==> config.mk <==
export PLATFORM = sky130hd
export DESIGN_NAME = idle_pdn_ctrl
export DESIGN_NICKNAME = d
export VERILOG_FILES = /design/src/rtl/idle_pdn_pkg.sv /design/src/rtl/idle_pdn_detect.sv /design/src/rtl/idle_pdn_timer.sv /design/src/rtl/idle_pdn_state.sv /design/src/rtl/idle_pdn_gate.sv /design/src/rtl/idle_pdn_ctrl.sv
export SDC_FILE = /design/constraint.sdc
export NUM_CORES = 1
export LEC_CHECK = 0
export BUFFER_PORTS_ARGS = -buffer_cell sky130_fd_sc_hd__buf_2
export CAP_MARGIN = 5
export CORE_MARGIN = 3
export CORE_UTILIZATION = 45
export DETAILED_ROUTE_END_ITERATION = 6
export MAX_ROUTING_LAYER = met4
export PLACE_DENSITY = 0.75
export SLEW_MARGIN = 0
export SYNTH_ARGS = -nofsm -noshare
export SYNTH_HDL_FRONTEND = slang
export SYNTH_SLANG_ARGS = --single-unit
==> constraint.sdc <==
create_clock -name clk -period 1.9 [get_ports clk]
set_input_delay 0.285 -clock clk [delete_from_list [all_inputs] [get_ports clk]]
set_output_delay 0.285 -clock clk [all_outputs]
set_load 0.05 [all_outputs]
==> src/rtl/idle_pdn_pkg.sv <==
package idle_pdn_pkg;

  localparam int CFG_W      = 5;
  localparam int SECT_N     = 4;
  localparam int CFG_CDR    = 0;
  localparam int CFG_TXDAC  = 1;
  localparam int CFG_RXEQ   = 2;
  localparam int CFG_TPLL   = 3;
  localparam int CFG_MASTER = 4;

  // Number of idle clock edges before power-down; never below one.
  function automatic longint timeout_cycles(longint clk_hz, longint secs, longint div);
    longint n;
    n = (div > 0) ? (clk_hz * secs) / div : clk_hz * secs;
    return (n < 1) ? 64'sd1 : n;
  endfunction

  // Counter width able to hold limit-1, at least one bit.
  function automatic int count_width(longint limit);
    int w;
    w = $clog2(limit);
    return (w < 1) ? 1 : w;
  endfunction

  // Per-section gating: section i is down when active and its mask bit set.
  function automatic logic [SECT_N-1:0] gate_sections(logic active, logic [CFG_W-1:0] cfg);
    return {SECT_N{active}} & cfg[SECT_N-1:0];
  endfunction

endpackage

==> src/rtl/idle_pdn_detect.sv <==
module idle_pdn_detect (
  input  logic link_up,
  input  logic tx_en,
  output logic idle_now
);
  // Idle only when neither received energy nor transmit activity is present.
  assign idle_now = ~link_up & ~tx_en;
endmodule

==> src/rtl/idle_pdn_timer.sv <==
module idle_pdn_timer #(
  parameter longint LIMIT = 64'sd20
) (
  input  logic clk,
  input  logic rst_n,
  input  logic idle_now,
  output logic elapsed
);
  import idle_pdn_pkg::*;

  localparam int            CW   = count_width(LIMIT);
  localparam logic [CW-1:0] LAST = CW'(LIMIT - 1);

  logic [CW-1:0] cnt_q;

  always_ff @(posedge clk or negedge rst_n) begin
    if (!rst_n)              cnt_q <= '0;
    else if (!idle_now)      cnt_q <= '0;
    else if (cnt_q != LAST)  cnt_q <= cnt_q + 1'b1;
  end

  // Idle has lasted LIMIT edges once this edge is taken.
  assign elapsed = idle_now && (cnt_q == LAST);


  cnt_clear_chk: assert property (@(posedge clk) disable iff (!rst_n)
    !idle_now |=> (cnt_q == '0));


  cnt_bound_chk: assert property (@(posedge clk) disable iff (!rst_n)
    cnt_q <= LAST);


  cnt_step_chk: assert property (@(posedge clk) disable iff (!rst_n)
    (idle_now && cnt_q != LAST) |=> (cnt_q == $past(cnt_q) + 1'b1));

endmodule

==> src/rtl/idle_pdn_state.sv <==
module idle_pdn_state (
  input  logic clk,
  input  logic rst_n,
  input  logic idle_now,
  input  logic master_en,
  input  logic elapsed,
  output logic in_pdn
);
  logic pdn_q;

  always_ff @(posedge clk or negedge rst_n) begin
    if (!rst_n)                      pdn_q <= 1'b0;
    else if (!idle_now || !master_en) pdn_q <= 1'b0;
    else if (elapsed)                pdn_q <= 1'b1;
  end

  assign in_pdn = pdn_q;


  wake_exit_chk: assert property (@(posedge clk) disable iff (!rst_n)
    !idle_now |=> !in_pdn);


  master_off_chk: assert property (@(posedge clk) disable iff (!rst_n)
    !master_en |=> !in_pdn);


  entry_cause_chk: assert property (@(posedge clk) disable iff (!rst_n)
    $rose(in_pdn) |-> $past(elapsed));

endmodule

==> src/rtl/idle_pdn_gate.sv <==
module idle_pdn_gate (
  input  logic                              active,
  input  logic [idle_pdn_pkg::CFG_W-1:0]    cfg,
  output logic [idle_pdn_pkg::SECT_N-1:0]   pd,
  output logic                              drv_hiz
);
  import idle_pdn_pkg::*;

  logic [SECT_N-1:0] gated;
  assign gated = gate_sections(active, cfg);

  for (genvar i = 0; i < SECT_N; i++) begin : g_sect
    assign pd[i] = gated[i];
  end

  // Driver floats whenever the DAC behind it is unpowered.
  assign drv_hiz = pd[CFG_TXDAC];
endmodule

==> src/rtl/idle_pdn_ctrl.sv <==
module idle_pdn_ctrl #(
  parameter longint CLK_HZ   = 64'sd50_000_000,
  parameter longint IDLE_SEC = 64'sd32,
  parameter longint SIM_DIV  = 64'sd1
) (
  input  logic       clk,
  input  logic       rst_n,
  input  logic       link_up,
  input  logic       tx_en,
  input  logic [4:0] pdn_cfg,
  output logic       pd_tpll,
  output logic       pd_rxeq,
  output logic       pd_txdac,
  output logic       pd_cdr,
  output logic       tx_drv_hiz,
  output logic       in_pdn
);
  import idle_pdn_pkg::*;

  localparam longint LIMIT = timeout_cycles(CLK_HZ, IDLE_SEC, SIM_DIV);

  logic              idle_now;
  logic              elapsed;
  logic              pdn_act;
  logic [SECT_N-1:0] pd_vec;
  logic              hiz;

  idle_pdn_detect u_detect (
    .link_up  (link_up),
    .tx_en    (tx_en),
    .idle_now (idle_now)
  );

  idle_pdn_timer #(.LIMIT(LIMIT)) u_timer (
    .clk      (clk),
    .rst_n    (rst_n),
    .idle_now (idle_now),
    .elapsed  (elapsed)
  );

  idle_pdn_state u_state (
    .clk       (clk),
    .rst_n     (rst_n),
    .idle_now  (idle_now),
    .master_en (pdn_cfg[CFG_MASTER]),
    .elapsed   (elapsed),
    .in_pdn    (pdn_act)
  );

  idle_pdn_gate u_gate (
    .active  (pdn_act),
    .cfg     (pdn_cfg),
    .pd      (pd_vec),
    .drv_hiz (hiz)
  );

  assign pd_tpll    = pd_vec[CFG_TPLL];
  assign pd_rxeq    = pd_vec[CFG_RXEQ];
  assign pd_txdac   = pd_vec[CFG_TXDAC];
  assign pd_cdr     = pd_vec[CFG_CDR];
  assign tx_drv_hiz = hiz;
  assign in_pdn     = pdn_act;


  sect_needs_pdn_chk: assert property (@(posedge clk) disable iff (!rst_n)
    (pd_vec != '0) |-> in_pdn);


  hiz_follow_chk: assert property (@(posedge clk) disable iff (!rst_n)
    tx_drv_hiz |-> (in_pdn && pdn_cfg[CFG_TXDAC]));


  busy_no_pdn_chk: assert property (@(posedge clk) disable iff (!rst_n)
    (link_up || tx_en) |=> !in_pdn);

endmodule

# --- After elaboration in Yosys (flattened, before gate mapping) ---
# Cells that the tools add are included.
totals:
  reg_bits: 32
  in_bits: 9
  out_inout_bits: 6
  wordCells: 19
classes:
  add_sub_neg: 1
  eq_ne: 3
  muxes: 4
  bitwise: 4
  reduce_logical: 5
op_table:
  columns: ["cell", "count"]
  rows:
  - ["31-bit two-way mux", 2]
  - ["31-bit by 1-bit adder with 31-bit output, second input constant", 1]
  - ["31-bit == test, second input constant", 1]
  - ["31-bit inequality test, second input constant", 1]
  - ["4-bit bitwise AND", 1]
  - ["1-bit logical NOT", 2]
  - ["1-bit two-way mux", 2]
  - ["2-bit inequality test, second input constant", 1]
  - ["1-bit inverter", 2]
  - ["2-bit nonzero test", 1]
  - ["1-bit bitwise AND", 1]
  - ["1-bit logical AND", 1]
  - ["1-bit logical OR", 1]

# --- Depth between registers and ports, before layout ---
logic_depth:
  ltp_word: 5
  ltp_mapped: 6
  mapped_depth_nobuf: 5

# --- Modules after synthesis ---
# Synthesis repeated with hierarchy kept, for this count alone.
hier_totals:
  cells_unflattened: 195
  area_unflattened_um2: 1764.2
by_module_without_submodules:
  columns: ["mod", "instances", "cells_each", "area_each_um2", "seq_area_each_um2"]
  rows:
  - ["idle_pdn_timer", 1, 187, 1692.9, 775.7]
  - ["idle_pdn_state", 1, 2, 35.0, 25.0]
  - ["idle_pdn_gate", 1, 5, 32.5, 0.0]
  - ["idle_pdn_detect", 1, 1, 3.8, 0.0]

# --- Worst setup path before layout ---
# OpenSTA, ideal clock, no wires.
synth_timing:
  path_type: "register to register"
  from: "register u_timer.cnt_q[0]"
  to: "register u_timer.cnt_q[20]"
  setup_time_ps: 78
  arrival_ps: 1924
  t_required_ps: 1822
  slack_ps: -102
  stages_incl_launch_ff: 7
  path_buffers: 1
  synth_period_minus_slack_ps: 2002
  path_cell_list: "dfrtp_1 > ha_1 > nand2_1 > or4_1 > buf_2 > or4_1 > a21oi_1"
synth_via:
  elab_chain_cells: 3
  elab_cells_between_ends: 5
  classes_between: "add/sub: 1; eq/ne: 2; mux: 2"
synth_lines:
  columns: ["item", "line", "text"]
  rows:
  - ["from (decl)", "idle_pdn_timer.sv:14", "logic [CW-1:0] cnt_q;"]
  - ["from (signal assigned)", "idle_pdn_timer.sv:19", "else if (cnt_q != LAST) cnt_q <= cnt_q + 1'b1;"]
  - ["31-bit by 1-bit adder with 31-bit output", "idle_pdn_timer.sv:19", null]
  - ["31-bit two-way mux", "idle_pdn_timer.sv:19", null]
  - ["31-bit two-way mux", "idle_pdn_timer.sv:18", "else if (!idle_now) cnt_q <= '0;"]
# Several ways; a longest one is shown, not always the timed one. The select of a mux whose other input is x is not followed.
# A chain may end at the register's enable or synchronous reset.

# --- Final worst setup path ---
layout_timing:
  from: "register u_timer.cnt_q[1]"
  to: "register u_timer.cnt_q[26]"
# The elaborated chain is that of the path after synthesis.

==> impl_metrics.csv <==
group,metric,value,unit
critical_path,crit_fanout,6,
finish,final_layout_size_suffix_gt1_frac,0.3534,
critical_path,worst-endpoint-arrival,2.14,ns
synth,synth_seq_cells,32,
floorplanning,die_h,72.83,microns
grt,grt_pass1_vias,1910,
route,via_per_inst,6.426,
finish,area_growth,29.45,%
critical_path,path_class,"reg2reg",
critical_path,r2r-end,"u_timer.cnt_q[26]",
finish,register_area,804.5,sq um
synth,synth_top_area_frac,0.3985,
placed_design,gp_congestion,0.8977,
sta,fmax,523.3,MHz
synth,netlist_area,2009,sq um
grt,grt_antenna_before_repair,0,
floorplanning,core-area,4144,sq um
route,drc,0,
flow_run,maxCapViolations,0,
status,violations,"negative setup slack",
sta,period_share,1.006,
route,wl,5699,microns
power,p_per_area,498.1,nW/um^2
finish,fillCellCount,340,
synth,yosys_warnings,0,
critical_path,critPathLaunchType,"flip-flop",
sta,slew_viol_final,0,
route,dr.pass1.iters,5,
synth,ys_types,42,
sta,setup_ws,-0.01108,ns
route,vias,2140,
synth,synth.most_common_cell,"dfrtp_1",
power,internal-power,0.9947,mW
placed_design,hpwl,3847,microns
power,p_sw,0.3009,mW
power,share_seq_of_total_power,0.529,
finish,multi_input_area,1205,sq um
synth,synthesis.nets,237,
synth,synth_area_leaders,"dfrtp_1 (40%), or4_1 (5.6%), nand3_1 (5.5%)",
grt,grt_max_degree,33,
sta,setup_viol,2,
floorplanning,dieWidth,72.83,microns
grt,grt_overflow,0,
critical_path,crit_required,2.13,ns
synth,synth-edff-count,0,
synth,netlist_instances,226,
hold_path,hold_class,"in2async",
finish,fin_nets,293,
power,comb_power_share,0.043,
synth,syn_area_per_cell,8.891,sq um
placed_design,port_buffers,14,
route,final_antenna_net_count,0,
placed_design,dp.cells,320,
sta,max_slew_margin,0.5185,
clocking,htreeDepth,2,
sta,hold_violations,0,
route,drt-initial-drc-count,227,
synth,synthArstFlopShare,1.000,
clocking,clk_pin_slew,0.07,ns
placed_design,dp_slack,-0.05160,ns
clocking,cts_tree,"done",
power,p_clk_frac,0.428,
clocking,numCtsBuffers,5,
power,swShare,0.2322,
sta,min_period,1.911,ns
critical_path,reg2reg_slack,-0.01,ns
clocking,cts.root.buffer_cell,"clkbuf_8",
synth,yosysSeqAreaShare,0.3985,
sta,skew,0.006844,ns
power,peakVddDrop,477.5,uV
synth,synth_commonest_cells,"dfrtp_1 (32), nand2_1 (23), nand3_1 (22)",
critical_path,rr_worst_depth,5,
clocking,clock_latency,0.29,ns
route,detail_route.wl_per_cell,17.11,microns
grt,grt_pass1_wl,9321,microns
synth,yosys.area.top_type,"dfrtp_1",
floorplanning,ioPinCount,15,
finish,final-instance-count-excl-fill,333,
floorplanning,die-area,5303,sq um
finish,diodes,0,
critical_path,endpoint_kind,"flip-flop",
synth,synth_flop_cell,"dfrtp_1",
clocking,clock_sinks,32,
power,cellLeakagePower,1.049,nW
power,power.total,1.296,mW
floorplanning,initial_core_util,0.4849,
critical_path,r2r_start,"u_timer.cnt_q[1]",
grt,grt_use_total,0.2356,
floorplanning,std_cell_rows,23,
sta,tightest_slew,0.7223,ns
sta,rsz0062_at_grt,"yes",
status,status,"complete, but fails checks",
clocking,cts.path.max_buffers,2,
[area by class of cell]
| type | count | area share |
|---|---|---|
| multi-input combinational | 179 | 0.4632 |
| sequential | 32 | 0.3093 |
| timing repair buffer | 60 | 0.1616 |
| clock buffer | 7 | 0.03319 |
| tap | 50 | 0.02405 |
| inverter | 4 | 0.005772 |
| clock inverter | 1 | 0.002886 |
[worst max-delay path by stage]
stage	to	cells after the start	slack, ns	from
after CTS	u_timer.cnt_q[2]	5	0.003	u_timer.cnt_q[12]
after detailed placement	u_timer.cnt_q[26]	5	-0.05	u_timer.cnt_q[1]
final	u_timer.cnt_q[26]	5	-0.01	u_timer.cnt_q[1]
after global placement	u_timer.cnt_q[2]	5	0.001	u_timer.cnt_q[21]
after global routing	u_timer.cnt_q[23]	5	-0.07	u_timer.cnt_q[9]
after floorplan	u_timer.cnt_q[20]	6	-0.03	u_timer.cnt_q[0]
[power groups by stage]
stage	clock network [mW]	logic, mW	registers [mW]
floorplan	0	0.0233	0.698
global placement	0	0.0535	0.698
detailed placement	0	0.0541	0.698
CTS	0.569	0.0541	0.685
global route	0.605	0.0623	0.685
finish	0.555	0.0554	0.685
[cell usage in the layout, fill, tap and decap left out, types with 7 or more instances in the layout]
master,count
a21oi_1,15
nand2_1,21
or4_1,9
nor2_1,7
buf_2,15
dfrtp_1,29
o21ai_0,11
nand4_1,14
or3_1,9
nand3_1,20
buf_4,43
and2_1,8
[critical path, stage by stage, from the launching register on]
cell	delay [ns]
dfrtp_1	0.40
ha_2	0.21
nand3_2	0.09
or4_4	0.58
or4_4	0.43
a21oi_2	0.12
[per-layer routing]
| metal | track usage | part of all wire |
|---|---|---|
| met1 | 0.3179 | 0.42 |
| met3 | 0.03994 | 0.081 |
| met5 | - | 0 |
| met2 | 0.3567 | 0.48 |
| met4 | 0.08607 | 0.020 |
[cell families after synthesis]
group,Yosys count,share of synthesized area
and+or+nand+nor,123,0.3705
AOI/OAI and AO/OA,50,0.1550
DFF,32,0.3985
buffers and inverters,15,0.04358
muxes,4,0.01993
adders and majority gates,2,0.01245
[timing repair]
item / in CTS / in global routing
setup buffers: 1 / 3
gates resized for setup: 6 / 19
setup endpoints to repair: 11 / 24
cloned: 1 / 0
pin swaps: 0 / 9
hold buffers: 0 / 0
[through the flow]
stage | hold WS [ns] | setup TNS (ns) | instance area, sq um | util
3_3_place_gp | 0.3803 | 0 | 2382 | 0.5749
2_1_floorplan | -0.01059 | -0.03152 | 2014 | -
6_report | 0.03449 | -0.01774 | 2601 | 0.6277
3_5_place_dp | 0.3838 | -0.1256 | 2382 | 0.5749
5_1_grt | 0.08176 | -0.2714 | 2601 | 0.6277
4_1_cts | 0.06675 | 0 | 2516 | 0.6072
[registers in the layout, indices dropped and copies added, names as in the netlist]
name            cells
u_state.in_pdn      1
u_timer.cnt_q      31
Power figures use the tool's default switching activity.
